==> src/rtl/cfi_pkg.sv <==
package cfi_pkg;
  typedef enum logic [2:0] {W_IDLE, W_ERASE, W_LOCK, W_PROG, W_BLEN, W_BDATA} wstate_t;
  typedef enum logic [1:0] {M_ARRAY, M_STATUS, M_ID, M_QUERY} rmode_t;

  localparam logic [7:0] C_RD_ARRAY  = 8'hFF;
  localparam logic [7:0] C_RD_ID     = 8'h90;
  localparam logic [7:0] C_QUERY     = 8'h98;
  localparam logic [7:0] C_RD_STATUS = 8'h70;
  localparam logic [7:0] C_CLR_STAT  = 8'h50;
  localparam logic [7:0] C_ERASE     = 8'h20;
  localparam logic [7:0] C_LOCK_SET  = 8'h60;
  localparam logic [7:0] C_LOCK      = 8'h01;
  localparam logic [7:0] C_PROG      = 8'h40;
  localparam logic [7:0] C_PROG_ALT  = 8'h10;
  localparam logic [7:0] C_BUF       = 8'hE8;
  localparam logic [7:0] C_CONFIRM   = 8'hD0;

  localparam logic [7:0] ST_READY  = 8'h80;
  localparam logic [7:0] ST_ERASE  = 8'h20;
  localparam logic [7:0] ST_PROG   = 8'h10;
  localparam logic [7:0] ST_LOCKED = 8'h02;

  function automatic logic [7:0] query_byte(input int idx, input int size_log2,
                                            input int nblk, input int blk_bytes,
                                            input int buf_log2);
    case (idx)
      16: return 8'h51;
      17: return 8'h52;
      18: return 8'h59;
      19: return 8'h01;
      21: return 8'h31;
      27: return 8'h45;
      28: return 8'h55;
      31, 32, 33: return 8'h01;
      39: return size_log2[7:0];
      40: return 8'h05;
      42: return buf_log2[7:0];
      43: return buf_log2[15:8];
      44: return 8'h01;
      45: return nblk[7:0];
      46: return nblk[15:8];
      47: return blk_bytes[7:0];
      48: return blk_bytes[15:8];
      default: return 8'h00;
    endcase
  endfunction
endpackage

==> src/rtl/cfi_lock_table.sv <==
module cfi_lock_table #(
  parameter int NBLK = 4,
  localparam int BW = (NBLK > 1) ? $clog2(NBLK) : 1
) (
  input  logic          clk_i,
  input  logic          rst_ni,
  input  logic          set_i,
  input  logic          clr_i,
  input  logic [BW-1:0] wr_blk_i,
  input  logic [BW-1:0] blk_a_i,
  input  logic [BW-1:0] blk_b_i,
  output logic          lock_a_o,
  output logic          lock_b_o,
  output logic [NBLK-1:0] bits_o
);
  logic [NBLK-1:0] lk_q;

  for (genvar i = 0; i < NBLK; i++) begin : g_bit
    always_ff @(posedge clk_i or negedge rst_ni) begin
      if (!rst_ni) lk_q[i] <= 1'b0;
      else if (set_i && wr_blk_i == BW'(i)) lk_q[i] <= 1'b1;
      else if (clr_i && wr_blk_i == BW'(i)) lk_q[i] <= 1'b0;
    end
  end

  assign lock_a_o = lk_q[blk_a_i];
  assign lock_b_o = lk_q[blk_b_i];
  assign bits_o   = lk_q;
endmodule

==> src/rtl/cfi_buf_tracker.sv <==
module cfi_buf_tracker #(
  parameter int ADDR_W    = 12,
  parameter int BUF_WORDS = 8
) (
  input  logic              clk_i,
  input  logic              rst_ni,
  input  logic              init_i,
  input  logic [15:0]       len_i,
  input  logic              wr_i,
  input  logic [ADDR_W-1:0] addr_i,
  output logic              full_o,
  output logic [ADDR_W-1:0] base_o,
  output logic [15:0]       len_words_o
);
  localparam int CW = $clog2(BUF_WORDS + 1);

  logic [CW-1:0]     cnt_q, len_q;
  logic [ADDR_W-1:0] base_q, offs;
  logic              in_win;

  assign len_words_o = (len_i >= 16'(BUF_WORDS - 1)) ? 16'(BUF_WORDS) : len_i + 16'd1;
  assign offs   = addr_i - base_q;
  assign in_win = (addr_i >= base_q) && (offs < ADDR_W'(BUF_WORDS * 4));
  assign full_o = (cnt_q >= len_q) || (cnt_q != '0 && !in_win);
  assign base_o = base_q;

  always_ff @(posedge clk_i or negedge rst_ni) begin
    if (!rst_ni) begin
      cnt_q  <= '0;
      len_q  <= '0;
      base_q <= '0;
    end else if (init_i) begin
      cnt_q <= '0;
      len_q <= CW'(len_words_o);
    end else if (wr_i && !full_o) begin
      if (cnt_q == '0) base_q <= addr_i;
      cnt_q <= cnt_q + CW'(1);
    end
  end
endmodule

==> src/rtl/cfi_read_mux.sv <==
module cfi_read_mux #(
  parameter int ADDR_W = 12,
  parameter int BLK_W  = 10,
  parameter int BUF_WORDS = 8,
  parameter int BANK_W = 4,
  parameter logic [15:0] VENDOR_ID = 16'h0089,
  parameter logic [15:0] DEVICE_ID = 16'h0018,
  parameter bit  DUAL_CHIP = 1'b1
) (
  input  cfi_pkg::rmode_t   mode_i,
  input  logic [ADDR_W-1:0] addr_i,
  input  logic [7:0]        status_i,
  input  logic              lock_i,
  input  logic [31:0]       array_i,
  output logic [31:0]       data_o
);
  import cfi_pkg::*;
  localparam int SH       = $clog2(BANK_W);
  localparam int NBLK     = 1 << (ADDR_W - BLK_W);
  localparam int BUF_LOG2 = $clog2(BUF_WORDS * 4);

  logic [7:0]        id_idx;
  logic [ADDR_W-1:0] q_idx;
  logic [15:0]       v16;

  assign id_idx = addr_i[7:0] >> SH;
  assign q_idx  = addr_i >> SH;

  always_comb begin
    case (mode_i)
      M_STATUS: v16 = {8'h00, status_i};
      M_ID: case (id_idx)
        8'd0:    v16 = VENDOR_ID;
        8'd1:    v16 = DEVICE_ID;
        8'd2:    v16 = {15'd0, lock_i};
        default: v16 = 16'h0;
      endcase
      M_QUERY: v16 = {8'h00, query_byte(int'(q_idx), ADDR_W, NBLK, 1 << BLK_W, BUF_LOG2)};
      default: v16 = 16'h0;
    endcase
    if (mode_i == M_ARRAY) data_o = array_i;
    else if (DUAL_CHIP)    data_o = {v16, v16};
    else                   data_o = {16'h0, v16};
  end
endmodule

==> src/rtl/cfi_cmd_fsm.sv <==
module cfi_cmd_fsm #(
  parameter int ADDR_W    = 12,
  parameter int BLK_W     = 10,
  parameter int BUF_WORDS = 8,
  parameter int BANK_W    = 4,
  parameter logic [15:0] VENDOR_ID = 16'h0089,
  parameter logic [15:0] DEVICE_ID = 16'h0018,
  parameter bit  DUAL_CHIP = 1'b1
) (
  input  logic              clk_i,
  input  logic              rst_ni,
  input  logic              req_valid_i,
  input  logic              req_write_i,
  input  logic [ADDR_W-1:0] req_addr_i,
  input  logic [31:0]       req_wdata_i,
  input  logic [31:0]       array_rdata_i,
  output logic              rd_valid_o,
  output logic [31:0]       rd_data_o,
  output logic              prog_o,
  output logic              erase_o,
  output logic              pbuf_init_o,
  output logic              pbuf_wr_o,
  output logic              pbuf_commit_o,
  output logic [ADDR_W-1:0] op_addr_o,
  output logic [31:0]       op_data_o
);
  import cfi_pkg::*;
  localparam int BW   = ADDR_W - BLK_W;
  localparam int NBLK = 1 << BW;

  wstate_t ws_q, ws_d;
  rmode_t  rm_q, rm_d;
  logic [7:0] st_q, st_d;
  logic [NBLK-1:0] lock_bits;
  logic wr, lk_set, lk_clr, lock_a, lock_b, buf_full;
  logic prog_d, erase_d, binit_d, bwr_d, bcommit_d;
  logic [ADDR_W-1:0] op_addr_d, buf_base;
  logic [31:0] op_data_d, rd_mux;
  logic [15:0] len_words;
  logic [7:0]  cmd;
  logic [BW-1:0] blk;

  assign wr  = req_valid_i && req_write_i;
  assign cmd = req_wdata_i[7:0];
  assign blk = req_addr_i[ADDR_W-1:BLK_W];

  cfi_lock_table #(.NBLK(NBLK)) u_locks (
    .clk_i, .rst_ni, .set_i(lk_set), .clr_i(lk_clr), .wr_blk_i(blk),
    .blk_a_i(blk), .blk_b_i(buf_base[ADDR_W-1:BLK_W]),
    .lock_a_o(lock_a), .lock_b_o(lock_b), .bits_o(lock_bits));

  cfi_buf_tracker #(.ADDR_W(ADDR_W), .BUF_WORDS(BUF_WORDS)) u_buf (
    .clk_i, .rst_ni, .init_i(wr && ws_q == W_BLEN), .len_i(req_wdata_i[15:0]),
    .wr_i(wr && ws_q == W_BDATA), .addr_i(req_addr_i), .full_o(buf_full),
    .base_o(buf_base), .len_words_o(len_words));

  cfi_read_mux #(.ADDR_W(ADDR_W), .BLK_W(BLK_W), .BUF_WORDS(BUF_WORDS), .BANK_W(BANK_W),
                 .VENDOR_ID(VENDOR_ID), .DEVICE_ID(DEVICE_ID), .DUAL_CHIP(DUAL_CHIP)) u_rmux (
    .mode_i(rm_q), .addr_i(req_addr_i), .status_i(st_q), .lock_i(lock_a),
    .array_i(array_rdata_i), .data_o(rd_mux));

  always_comb begin
    ws_d = ws_q; rm_d = rm_q; st_d = st_q;
    lk_set = 1'b0; lk_clr = 1'b0;
    prog_d = 1'b0; erase_d = 1'b0; binit_d = 1'b0; bwr_d = 1'b0; bcommit_d = 1'b0;
    op_addr_d = op_addr_o; op_data_d = op_data_o;
    if (wr) begin
      case (ws_q)
        W_IDLE: case (cmd)
          C_RD_ARRAY:  rm_d = M_ARRAY;
          C_RD_ID:     rm_d = M_ID;
          C_QUERY:     rm_d = M_QUERY;
          C_RD_STATUS: rm_d = M_STATUS;
          C_CLR_STAT:  st_d = ST_READY;
          C_ERASE:     begin ws_d = W_ERASE; rm_d = M_STATUS; end
          C_LOCK_SET:  ws_d = W_LOCK;
          C_PROG, C_PROG_ALT: begin ws_d = W_PROG; rm_d = M_STATUS; end
          C_BUF:       begin ws_d = W_BLEN; rm_d = M_STATUS; end
          default: ;  // vendor reset and unknown codes are ignored
        endcase
        W_ERASE: begin
          ws_d = W_IDLE; rm_d = M_STATUS;
          if (cmd != C_CONFIRM) st_d = st_q | ST_ERASE | ST_PROG;
          else if (lock_a)      st_d = st_q | ST_ERASE | ST_LOCKED;
          else begin
            erase_d = 1'b1;
            op_addr_d = {blk, {BLK_W{1'b0}}};
          end
        end
        W_LOCK: begin
          ws_d = W_IDLE; rm_d = M_STATUS;
          if (cmd == C_LOCK)         lk_set = 1'b1;
          else if (cmd == C_CONFIRM) lk_clr = 1'b1;
          else                       st_d = st_q | ST_ERASE | ST_PROG;
        end
        W_PROG: begin
          ws_d = W_IDLE; rm_d = M_STATUS;
          if (lock_a) st_d = st_q | ST_PROG | ST_LOCKED;
          else begin
            prog_d = 1'b1; op_addr_d = req_addr_i; op_data_d = req_wdata_i;
          end
        end
        W_BLEN: begin
          ws_d = W_BDATA; binit_d = 1'b1;
          op_addr_d = req_addr_i; op_data_d = {16'h0, len_words};
        end
        W_BDATA: begin
          if (!buf_full) begin
            bwr_d = 1'b1; op_addr_d = req_addr_i; op_data_d = req_wdata_i;
          end else begin
            ws_d = W_IDLE;
            if (cmd != C_CONFIRM) st_d = st_q | ST_ERASE | ST_PROG;
            else if (lock_b)      st_d = st_q | ST_PROG | ST_LOCKED;
            else begin
              bcommit_d = 1'b1; op_addr_d = buf_base;
            end
          end
        end
        default: ws_d = W_IDLE;
      endcase
    end
  end

  always_ff @(posedge clk_i or negedge rst_ni) begin
    if (!rst_ni) begin
      ws_q <= W_IDLE; rm_q <= M_ARRAY; st_q <= ST_READY;
      prog_o <= 1'b0; erase_o <= 1'b0; pbuf_init_o <= 1'b0;
      pbuf_wr_o <= 1'b0; pbuf_commit_o <= 1'b0;
      op_addr_o <= '0; op_data_o <= '0;
      rd_valid_o <= 1'b0; rd_data_o <= '0;
    end else begin
      ws_q <= ws_d; rm_q <= rm_d; st_q <= st_d;
      prog_o <= prog_d; erase_o <= erase_d; pbuf_init_o <= binit_d;
      pbuf_wr_o <= bwr_d; pbuf_commit_o <= bcommit_d;
      op_addr_o <= op_addr_d; op_data_o <= op_data_d;
      rd_valid_o <= req_valid_i && !req_write_i;
      if (req_valid_i && !req_write_i) rd_data_o <= rd_mux;
    end
  end
endmodule

==> config.mk <==
export PLATFORM = sky130hd
export DESIGN_NAME = cfi_cmd_fsm
export DESIGN_NICKNAME = d
export VERILOG_FILES = /design/src/rtl/cfi_pkg.sv /design/src/rtl/cfi_lock_table.sv /design/src/rtl/cfi_buf_tracker.sv /design/src/rtl/cfi_read_mux.sv /design/src/rtl/cfi_cmd_fsm.sv
export SDC_FILE = /design/constraint.sdc
export NUM_CORES = 1
export LEC_CHECK = 0
export BUFFER_PORTS_ARGS = -buffer_cell sky130_fd_sc_hd__buf_4
export CORE_MARGIN = 1.5
export CORE_UTILIZATION = 54
export CTS_CLUSTER_SIZE = 40
export DETAILED_ROUTE_END_ITERATION = 7
export PLACE_DENSITY = 0.81
export SLEW_MARGIN = 20
export SYNTH_ARGS = -nofsm -noshare
export SYNTH_HDL_FRONTEND = slang
export SYNTH_SLANG_ARGS = --single-unit
==> constraint.sdc <==
create_clock -name clk_i -period 3.6 [get_ports clk_i]
set_input_delay 0.72 -clock clk_i [delete_from_list [all_inputs] [get_ports clk_i]]
set_output_delay 0.72 -clock clk_i [all_outputs]
set_load 0.005 [all_outputs]
* Word-level counts from Yosys, hierarchy flattened
Memories as Yosys holds them, arrays and structs flattened.
Cells that the tools add are included.
Widths: inputs -> output; s select.
** Word-level totals
- Bits in registers :: 119
- ROM bits :: 448
- Input port bits :: 80
- Output and inout port bits :: 82
- Logic and storage cells :: 199
- Memories :: 1
** Memory list
- (name not given) :: depth 64, bits a word 7, read ports 1, clocked after Yosys merged registers in 0, write ports 0, RTL line cfi_pkg.sv:26 : case (idx)
** Operators by class
- $add $sub $neg :: 3
- Order comparisons :: 6
- Equal/unequal tests :: 46
- Mux-type cells :: 67
- Bitwise operators :: 5
- Reduce and logical (&&, ||, !) cells :: 49
** Operator list (count)
- $mux 32 :: 3
- $pmux 32 s3 :: 1
- $mux 12 :: 6
- $pmux 12 s4 :: 1
- $pmux 16 s3 :: 1
- $eq 8x8->1 const B :: 5
- $pmux 8 s5 :: 1
- $mux 6 :: 6
- $mux 1 :: 33
- $eq 8x7->1 const B :: 4
- $pmux 8 s3 :: 1
- $ne 2x2->1 const B :: 10
- $reduce_and 9->1 :: 2
- $add 16x1->16 const B :: 1
- $ge 16x3->1 const B :: 1
- $mux 16 :: 1
- $mux 8 :: 2
- $reduce_bool 4->1 :: 4
- $logic_and 1x1->1 :: 15
- $reduce_and 7->1 :: 2
- $ge 12x12->1 :: 1
- $lt 12x6->1 const B :: 1
- $pmux 3 s4 :: 1
- $reduce_bool 2->1 :: 6
- 43 further kinds :: 67

* Depth between registers and ports, before layout
Gate-level depths: netlist of run 1.
- Word-level depth :: 10
- Mapped depth :: 13
- Mapped depth without buffers :: 11

* Cells and area by module
A second synthesis of run 1 with hierarchy kept.
** Second synthesis, totals
- Cells, all modules :: 718
- Area, all modules :: 6826.5 µm²
** Modules (own cells, without submodules)
- cfi_cmd_fsm :: instances 1, cells an instance 391, area an instance 4121.5 µm², sequential area each 2278.4 µm²
- cfi_buf_tracker :: instances 1, cells an instance 198, area an instance 1692.9 µm², sequential area each 500.5 µm²
- cfi_read_mux :: instances 1, cells an instance 111, area an instance 789.5 µm², sequential area each 0.0 µm²
- cfi_lock_table :: instances 1, cells an instance 18, area an instance 222.7 µm², sequential area each 100.1 µm²

* Worst setup path after synthesis of run 1
Ideal clock, no wire load.
- Path kind :: in2reg
- From :: input port req_addr_i[7]
- To :: register op_addr_o[10]
- Setup time :: 0.142 ns
- Arrival :: 3.398 ns
- Required time :: 3.458 ns
- Path slack :: 0.060 ns
- Stages on the path :: 12
- Path buffers :: 2
- Cells stage by stage :: ha_1 buf_4 and3_1 nand4_1 a21o_1 and3_1 or4_4 or4_4 nand3_1 o21a_1 buf_2 o221ai_1
** Between the ends
- Word-level cells in the longest chain between the ends :: 8
- Elaborated cells on any way between the ends :: 12
- Classes of those cells :: add/sub: 1; order compare: 2; eq/ne: 2; mux: 2; reduce/logical: 5
** RTL lines
- start, declared :: RTL line cfi_cmd_fsm.sv:14 : input logic [ADDR_W-1:0] req_addr_i,
- $sub 12x12->12 :: RTL line cfi_buf_tracker.sv:22 : assign offs = addr_i - base_q;
- $lt 12x6->1 :: RTL line cfi_buf_tracker.sv:23 : assign in_win = (addr_i >= base_q) && (offs < ADDR_W'(BUF_WORDS * 4));
- $logic_and 1x1->1 * :: RTL line cfi_buf_tracker.sv:23
- $logic_not 1->1 * :: RTL line cfi_buf_tracker.sv:24 : assign full_o = (cnt_q >= len_q) || (cnt_q != '0 && !in_win);
- $logic_and 1x1->1 * :: RTL line cfi_buf_tracker.sv:24
- $logic_or 1x1->1 * :: RTL line cfi_buf_tracker.sv:24
- $ne 3x3->1 (no source line) or $mux 12 (tied branches)
- $reduce_and 7->1 (no source line) or $pmux 12 s4 (tied branches)
- end signal, assigned :: RTL line cfi_cmd_fsm.sv:135 : op_addr_o <= op_addr_d; op_data_o <= op_data_d;
- end, declared :: RTL line cfi_cmd_fsm.sv:24 : output logic [ADDR_W-1:0] op_addr_o,
Mark *: on every way between the ends. The rest lies on a longest branch, timed or not.
A chain may end at the register's enable or synchronous reset.

* Worst setup path after layout of run 1
- From :: register u_buf.base_q[7] (netlist: u_buf.base_o[7])
- To :: register u_buf.cnt_q[2]
** Between the ends
- Word-level cells in the longest chain between the ends :: 9
- Elaborated cells on any way between the ends :: 10
- Classes of those cells :: add/sub: 1; order compare: 2; reduce/logical: 7
** RTL lines
- start, declared :: RTL line cfi_buf_tracker.sv:18 : logic [ADDR_W-1:0] base_q, offs;
- start signal, assigned :: RTL line cfi_buf_tracker.sv:36 : if (cnt_q == '0) base_q <= addr_i;
- $sub 12x12->12 :: RTL line cfi_buf_tracker.sv:22
- $lt 12x6->1 :: RTL line cfi_buf_tracker.sv:23
- $logic_and 1x1->1 * :: RTL line cfi_buf_tracker.sv:23
- $logic_not 1->1 * :: RTL line cfi_buf_tracker.sv:24
- $logic_and 1x1->1 * :: RTL line cfi_buf_tracker.sv:24
- $logic_or 1x1->1 * :: RTL line cfi_buf_tracker.sv:24
- $logic_not 1->1 * :: RTL line cfi_buf_tracker.sv:35 : end else if (wr_i && !full_o) begin
- $logic_and 1x1->1 * :: RTL line cfi_buf_tracker.sv:35
- $reduce_bool 2->1 (no source line) *
- end signal, assigned :: RTL line cfi_buf_tracker.sv:37 : cnt_q <= cnt_q + CW'(1);
- end, declared :: RTL line cfi_buf_tracker.sv:17 : logic [CW-1:0] cnt_q, len_q;
Marks and branches as above.

==> results of run 1 <==
power breakdown:
group	switching (mW)	total [mW]	internal, mW
clock	0.596	1.69	1.09
sequential	0.316	2.06	1.74
combinational	1.32	2.58	1.26
cells by family after synthesis:
kind of cell               Yosys count
xor gates and xnor gates             6
DFF                                115
and+or+nand+nor                    268
muxes                                6
AOI/OAI and AO/OA                  207
adders and majority gates           27
buffers and inverters               92
synthesized netlist by cell type, types with 11 or more instances:
master                     count
sky130_fd_sc_hd__nand2_1     121
sky130_fd_sc_hd__dfrtp_1     114
sky130_fd_sc_hd__o21ai_0      62
sky130_fd_sc_hd__inv_1        48
sky130_fd_sc_hd__nor2_1       42
sky130_fd_sc_hd__clkbuf_1     37
sky130_fd_sc_hd__nand3_1      37
sky130_fd_sc_hd__a21oi_1      32
sky130_fd_sc_hd__ha_1         27
sky130_fd_sc_hd__a22o_1       18
sky130_fd_sc_hd__o31ai_1      17
sky130_fd_sc_hd__nor3_1       14
sky130_fd_sc_hd__o221ai_1     13
sky130_fd_sc_hd__a221o_1      11
sky130_fd_sc_hd__a31oi_1      11
worst max path at each step:
stage	startpoint	to	depth (start not counted)
3_3_place_gp	req_addr_i[7]	u_buf.cnt_q[2]	11
2_1_floorplan	req_addr_i[7]	op_addr_o[10]	12
3_5_place_dp	req_addr_i[6]	u_buf.cnt_q[2]	12
6_report	u_buf.base_o[7]	u_buf.cnt_q[2]	11
5_1_grt	u_buf.base_o[7]	st_q[1]	12
4_1_cts	u_buf.base_o[7]	u_buf.cnt_q[2]	11
per-layer routing:
| layer | global-route usage [%] | up-vias | wire [um] |
|---|---|---|---|
| met5 | 0 | - | 0 |
| met4 | 9.45 | 0 | 329 |
| met3 | 6.97 | 33 | 1210 |
| met2 | 48.4 | 265 | 8480 |
| met1 | 38.1 | 2948 | 7650 |
| li1 | - | 2949 | - |
state kept, by name, indices dropped and copies added, names as in the netlist:
register,cells
pbuf_commit_o,1
rm_q,2
op_addr_o,12
rd_data_o,32
rd_valid_o,1
u_buf.base_o,12
prog_o,1
pbuf_init_o,1
ws_q,3
st_q,4
u_locks.bits_o,4
u_buf.len_q,4
op_data_o,32
u_buf.cnt_q,4
erase_o,1
pbuf_wr_o,1
placed cells by master, fill, tap and decap left out, types with 3 or more instances in the layout:
cell / instances
sky130_fd_sc_hd__a21oi_1: 32
sky130_fd_sc_hd__buf_4: 202
sky130_fd_sc_hd__a31oi_1: 11
sky130_fd_sc_hd__a221o_1: 11
sky130_fd_sc_hd__xor2_1: 3
sky130_fd_sc_hd__nand3_1: 37
sky130_fd_sc_hd__nand2b_1: 6
sky130_fd_sc_hd__inv_1: 48
sky130_fd_sc_hd__o221ai_1: 13
sky130_fd_sc_hd__dfrtp_1: 114
sky130_fd_sc_hd__o21ai_0: 62
sky130_fd_sc_hd__and2_1: 8
sky130_fd_sc_hd__a32oi_1: 3
sky130_fd_sc_hd__clkbuf_1: 3
sky130_fd_sc_hd__or3_1: 5
sky130_fd_sc_hd__and3_1: 5
sky130_fd_sc_hd__o31ai_1: 17
sky130_fd_sc_hd__xnor2_1: 3
sky130_fd_sc_hd__o211ai_1: 6
sky130_fd_sc_hd__ha_1: 27
sky130_fd_sc_hd__nor4b_1: 3
sky130_fd_sc_hd__nor3_1: 12
sky130_fd_sc_hd__a22o_1: 18
sky130_fd_sc_hd__a22oi_1: 7
sky130_fd_sc_hd__buf_12: 3
sky130_fd_sc_hd__a21o_1: 8
sky130_fd_sc_hd__nand4_1: 4
sky130_fd_sc_hd__nor2_1: 42
sky130_fd_sc_hd__nor2b_1: 6
sky130_fd_sc_hd__nor4_1: 8
sky130_fd_sc_hd__nand2_1: 121
sky130_fd_sc_hd__a211oi_1: 5
sky130_fd_sc_hd__clkbuf_16: 17
sky130_fd_sc_hd__clkbuf_8: 4
metrics by stage:
| step | setup WS (ns) | power, mW | setup TNS (ns) | utilization (%) | instance area, sq um |
|---|---|---|---|---|---|
| 2_1_floorplan | 0.0599 | 3.39 | 0 | - | 6340 |
| 3_3_place_gp | -0.0967 | 4.55 | -0.108 | 69.5 | 7940 |
| 3_5_place_dp | -0.123 | 4.63 | -1.17 | 69.5 | 7940 |
| 4_1_cts | 0.289 | 6.34 | 0 | 74.7 | 8530 |
| 5_1_grt | 0.0371 | 6.72 | 0 | 74.7 | 8530 |
| 6_report | 0.259 | 6.33 | 0 | 74.7 | 8530 |
cell type report:
cell class                      count  area share, %
Multi-Input combinational cell    514           36.6
Sequential cell                   115           33.7
Timing Repair Buffer              205           18.5
Clock buffer                       24           5.76
Inverter                           48           2.11
Tap cell                          143           2.10
Clock inverter                      8           1.20
==> impl_metrics.ini, run 1 <==
[run_status]
outcome = finished, final reports clean

[power]
peakVddDrop_mv = 0.598
power_per_cell_area_nw_per_um2 = 741
static-leakage-power_nw = 4.09

[synth]
synth-async-reset-ratio_pct = 100
yosys.area_share.xor_xnor_pct = 0.828
synth_largest_area_cell = sky130_fd_sc_hd__dfrtp_1
ys_types = 55
post_synth_and_or_nand_nor_area_fraction_pct = 19.5
synth_largest_type_area_fraction_pct = 45.0
ys_ff_latch = 115
synth_flop_cell = sky130_fd_sc_hd__dfrtp_1
synth_adder_area_share_pct = 5.33
synth_enable_flop_cells = 0
synth_compound_gate_area_share_pct = 21.9
seq_area_frac_synth_pct = 45.4
cells_taking_the_most_area_after_synthesis = sky130_fd_sc_hd__dfrtp_1, sky130_fd_sc_hd__nand2_1, sky130_fd_sc_hd__ha_1
synth.net_count = 828
largest_family_of_logic_cells_by_synthesized_area = compound AO/OA/AOI/OAI gates
synth.mux.area_fraction_pct = 1.38
netlist_area_before_placement_sq_um = 6340
syn_area_per_cell_sq_um = 8.80
synthesis.yosys.warnings = 0
synthCells = 721

[clock_network]
ctsRootBufferMaster = sky130_fd_sc_hd__clkbuf_16
cts.repair_timing.setup_buffer_count = 0
cts_buffers = 17
cts_num_sinks = 115
clk_pin_slew_ns = 0.05
cts_resized = 0
tritoncts = yes
clock_insertion_delay_at_the_later_pin_of_the_skew_report_ns = 0.42
clock_path_buffers = 2
h-tree-depth = 4
cts-hold-fix-buffers = 0

[die]
die-area_sq_um = 12400
initial_standard_cell_utilization_of_the_core_pct = 55.6
chipWidth_um = 111
core.rowCount = 39
core_area_sq_um = 11400
io_pins = 162
dieHeight_um = 111

[routing]
via_density = 5.86
routed-via-count = 6195
drt_antenna_net_count = 0
first_iter_violations = 393
detailedRoute.firstPassIterationCount = 5
route.final.wire_length_mm = 17.7
routed_wire_length_per_instance_um = 16.7
drt_drc_violations_left = 0

[critical_path]
cp-end-kind = register
kind_of_critical_path = register to register
crit_path_required_time_ns = 3.94
crit_path_frequent_cell = sky130_fd_sc_hd__a21oi_1
cpMaxStageDelayCell = sky130_fd_sc_hd__or4_4
critical_path_peak_fanout = 6
worstReg2RegEnd = u_buf.cnt_q[2]
crit_arrival_ns = 3.68
rr_startpoint = u_buf.base_o[7]
timing.reg2reg.worst_path_depth = 11
r2r_slack_ns = 0.26
path_cells = inv_1, ha_1, a21oi_1, nor2b_1, o21ai_0, a21oi_1, or4_4, or4_4, a211o_1, or3_1, a21oi_1
critical_path.startpoint_type = register
cpPeakStageDelay_ns = 0.52
cp.buffers_inverters = 1
largest_delay_contributor_family_on_the_critical_path = simple AND/OR/NAND/NOR gates

[timing]
timing.final.hold_violations = 0
max_slew.worst_pin.slew_ns = 0.788
fmaxAchievable_ghz = 0.299
finalMaxSlewViolations = 0
final.hold.worst_slack_ns = 0.295
slew_headroom_pct = 47.3
final.min_clock_period_ns = 3.34
setup_viol_count_final = 0
rsz_0062_raised_after_global_routing = false
finalCritPeriodShare_pct = 92.8
worst_clock_skew_ns = 0.00875

[placed_design]
port_buffers = 161
post-dp-hpwl_mm = 12.9
final_wtd_congestion = 0.890
dp_cells = 1025

[cells_and_area]
footprint_of_the_multi_input_gates_sq_um = 3120
area.growth.synth_to_final_pct = 34.5
post_layout_nonfiller_instances = 1057
final-seq-area_sq_um = 2880
num-nets-final = 1008
antenna_cells_inserted = 0
drive_above_1_share_pct = 26.8
final.fill_count = 833

[grt]
grt_pass1_wl_mm = 29.3
grt_pass1_vias = 6039
globalRoute.totalOverflow = 0
pin_count_of_the_biggest_net_entering_global_routing = 48
number_of_antenna_violations_at_the_first_check_in_global_routing = 0
groute.usage.overall_pct = 29.2

[hold_path]
timing.hold.worst.class = input pin to asynchronous set/reset pin

[job]
maxcap_violations = 0
Note: power is estimated with default switching activity, not from simulation.
==> run 2: changes to the inputs <==
Settings changed: MAX_ROUTING_LAYER set to met4.
==> run 2 against run 1 <==
Register-to-register slack improved by 0.02 ns. Combinational power about the same. Utilization increased by 0.15 points. Routed wire length increased by 0.20%. Total power increased by 0.85%. Sequential share of layout area decreased by 0.069 points. Non-clock buffer count decreased by 2. Maximum frequency increased by 0.16%. Critical path type is now input pin to register. Clock skew decreased by 0.0021 ns. Sequential cell count unchanged. Critical path depth increased by 1. Hold slack improved by 0.13 ns.
==> impl_metrics.ini, run 2 (synthesized netlist as in run 1, its figures left out) <==
[run_status]
outcome = finished, final reports clean

[timing]
rsz_0062_raised_after_global_routing = false
final.min_clock_period_ns = 3.34
fmaxAchievable_ghz = 0.300
finalCritPeriodShare_pct = 92.7
timing.final.hold_violations = 0
setup_viol_count_final = 0
slew_headroom_pct = 42.5
max_slew.worst_pin.slew_ns = 0.862
finalMaxSlewViolations = 0
final.hold.worst_slack_ns = 0.424
worst_clock_skew_ns = 0.00664

[clock_network]
h-tree-depth = 4
cts.repair_timing.setup_buffer_count = 0
clock_path_buffers = 2
cts_num_sinks = 115
clk_pin_slew_ns = 0.05
tritoncts = yes
cts_buffers = 17
ctsRootBufferMaster = sky130_fd_sc_hd__clkbuf_16
clock_insertion_delay_at_the_later_pin_of_the_skew_report_ns = 0.42

[power]
power_frac_clock_pct = 27.4
power.switching_mw = 2.21
power_per_cell_area_nw_per_um2 = 746
static-leakage-power_nw = 4.10
peakVddDrop_mv = 0.605
switching_share_pct = 34.7
p_int_mw = 4.17
share_comb_of_total_power_pct = 40.3
power_frac_seq_pct = 32.3

[hold_path]
timing.hold.worst.class = input pin to asynchronous set/reset pin

[grt]
grt_pass1_vias = 6174
number_of_antenna_violations_at_the_first_check_in_global_routing = 0
pin_count_of_the_biggest_net_entering_global_routing = 68
globalRoute.totalOverflow = 0
grt_pass1_wl_mm = 29.5
groute.usage.overall_pct = 30.4

[cells_and_area]
layout_common_cells = sky130_fd_sc_hd__buf_4, sky130_fd_sc_hd__nand2_1, sky130_fd_sc_hd__dfrtp_1
antenna_cells_inserted = 0
design_area_sq_um = 8550
drive_above_1_share_pct = 26.5
layout.cells.most_common = sky130_fd_sc_hd__buf_4
reg.largest.list = op_data_o: 32 flops, rd_data_o: 32 flops
post_layout_nonfiller_instances = 1055
area.growth.synth_to_final_pct = 34.8
num-nets-final = 1006

[critical_path]
cp.buffers_inverters = 2
largest_delay_contributor_family_on_the_critical_path = compound AO/OA/AOI/OAI gates
r2r_slack_ns = 0.28
critical_path_peak_fanout = 5
cpPeakStageDelay_ns = 0.57
critical_path.startpoint_type = input pin
kind_of_critical_path = input pin to register
cpMaxStageDelayCell = sky130_fd_sc_hd__or4_4
path_cells = buf_4, ha_1, buf_4, a21oi_1, o21ai_0, a31o_2, nor3_1, o211ai_1, or4_4, a211o_1, or3_1, a21oi_1
crit_arrival_ns = 3.68
crit_path_required_time_ns = 3.94
cp-end-kind = register

[routing]
via_density = 5.94
first_iter_violations = 429
routed-via-count = 6267
drt_drc_violations_left = 0
route.final.wire_length_mm = 17.7
routed_wire_length_per_instance_um = 16.8
detailedRoute.firstPassIterationCount = 5
drt_antenna_net_count = 0

[die]
dieHeight_um = 111
initial_standard_cell_utilization_of_the_core_pct = 55.6
die-area_sq_um = 12400
core.rowCount = 39
chipWidth_um = 111
core_area_sq_um = 11400
io_pins = 162

[placed_design]
placedInstanceArea_sq_um = 7940
final_wtd_congestion = 0.942
port_buffers = 161
dp_cells = 1023
post-dp-hpwl_mm = 12.8

[job]
maxcap_violations = 0
run 2: cell count changes in the layout (fill, tap and decap cells not counted), sizes merged:
| cell | before | now |
|---|---|---|
| buf | 205 | 203 |
| clkbuf | 24 | 22 |
| clkinvlp | 2 | 1 |
| clkinv | 4 | 5 |
| bufinv | 2 | 4 |
run 2: what timing repair did:
item / 4_1_cts / 5_1_grt
endpoints found under the setup margin: 0 / 1
hold endpoints to repair: 0 / 0
resized for setup: 0 / 1
hold buffers: 0 / 0
run 2: worst paths after layout:
| path | depth (start not counted) | to | startpoint |
|---|---|---|---|
| max in group asynchronous | 2 | st_q[7] | rst_ni |
| hold reg to reg | 2 | op_data_o[21] | op_data_o[21] |
| setup reg to reg | 12 | u_buf.cnt_q[2] | u_buf.base_o[6] |
| min in group clk_i | 2 | op_data_o[21] | op_data_o[21] |
| hold / removal | 1 | op_addr_o[6] | rst_ni |
| setup / recovery | 12 | u_buf.cnt_q[2] | req_addr_i[6] |
run 2: cell type report:
cell class	instances	area (sq um)
clock buffers	22	454
flip-flops and latches	115	2880
multi-input cells	514	3120
inverters	48	180
well taps	143	179
fillers	832	2870
repair buffers	203	1580
clock inverters	10	156
run 2: metrics by stage:
stage               util [%]  setup WS, ns  power, mW  TNS, ns
floorplan                  -        0.0599       3.39        0
global placement        69.5       -0.0631       4.53  -0.0631
detailed placement      69.5        -0.167       4.61    -1.42
CTS                     74.9         0.269       6.39        0
global route            74.9        0.0310       6.80        0
finish                  74.9         0.264       6.38        0
run 2: worst reg2reg max path, stage by stage (launching register included):
cell and delay, ns:
sky130_fd_sc_hd__dfrtp_1 0.35, sky130_fd_sc_hd__inv_1 0.07, sky130_fd_sc_hd__ha_1 0.34, sky130_fd_sc_hd__buf_4 0.16
sky130_fd_sc_hd__a21oi_1 0.23, sky130_fd_sc_hd__o21ai_0 0.18, sky130_fd_sc_hd__a31o_2 0.28, sky130_fd_sc_hd__nor3_1 0.19
sky130_fd_sc_hd__o211ai_1 0.12, sky130_fd_sc_hd__or4_4 0.57, sky130_fd_sc_hd__a211o_1 0.30, sky130_fd_sc_hd__or3_1 0.31
sky130_fd_sc_hd__a21oi_1 0.15
run 2: power by group through the flow:
stage,Clock [mW],Combinational [mW],Sequential (mW)
finish,1.75,2.57,2.06
global route,1.84,2.85,2.11
CTS,1.77,2.56,2.06
detailed placement,0,2.55,2.06
global placement,0,2.49,2.04
floorplan,0,1.37,2.01
run 2: routing by layer:
metal / track usage, % / vias to the layer above / share of wire, %
met5: - / - / 0
met4: 10.8 / 0 / 1.8
met3: 6.97 / 29 / 7.2
met2: 48.1 / 281 / 48
met1: 38.8 / 3005 / 43
li1: - / 2952 / -
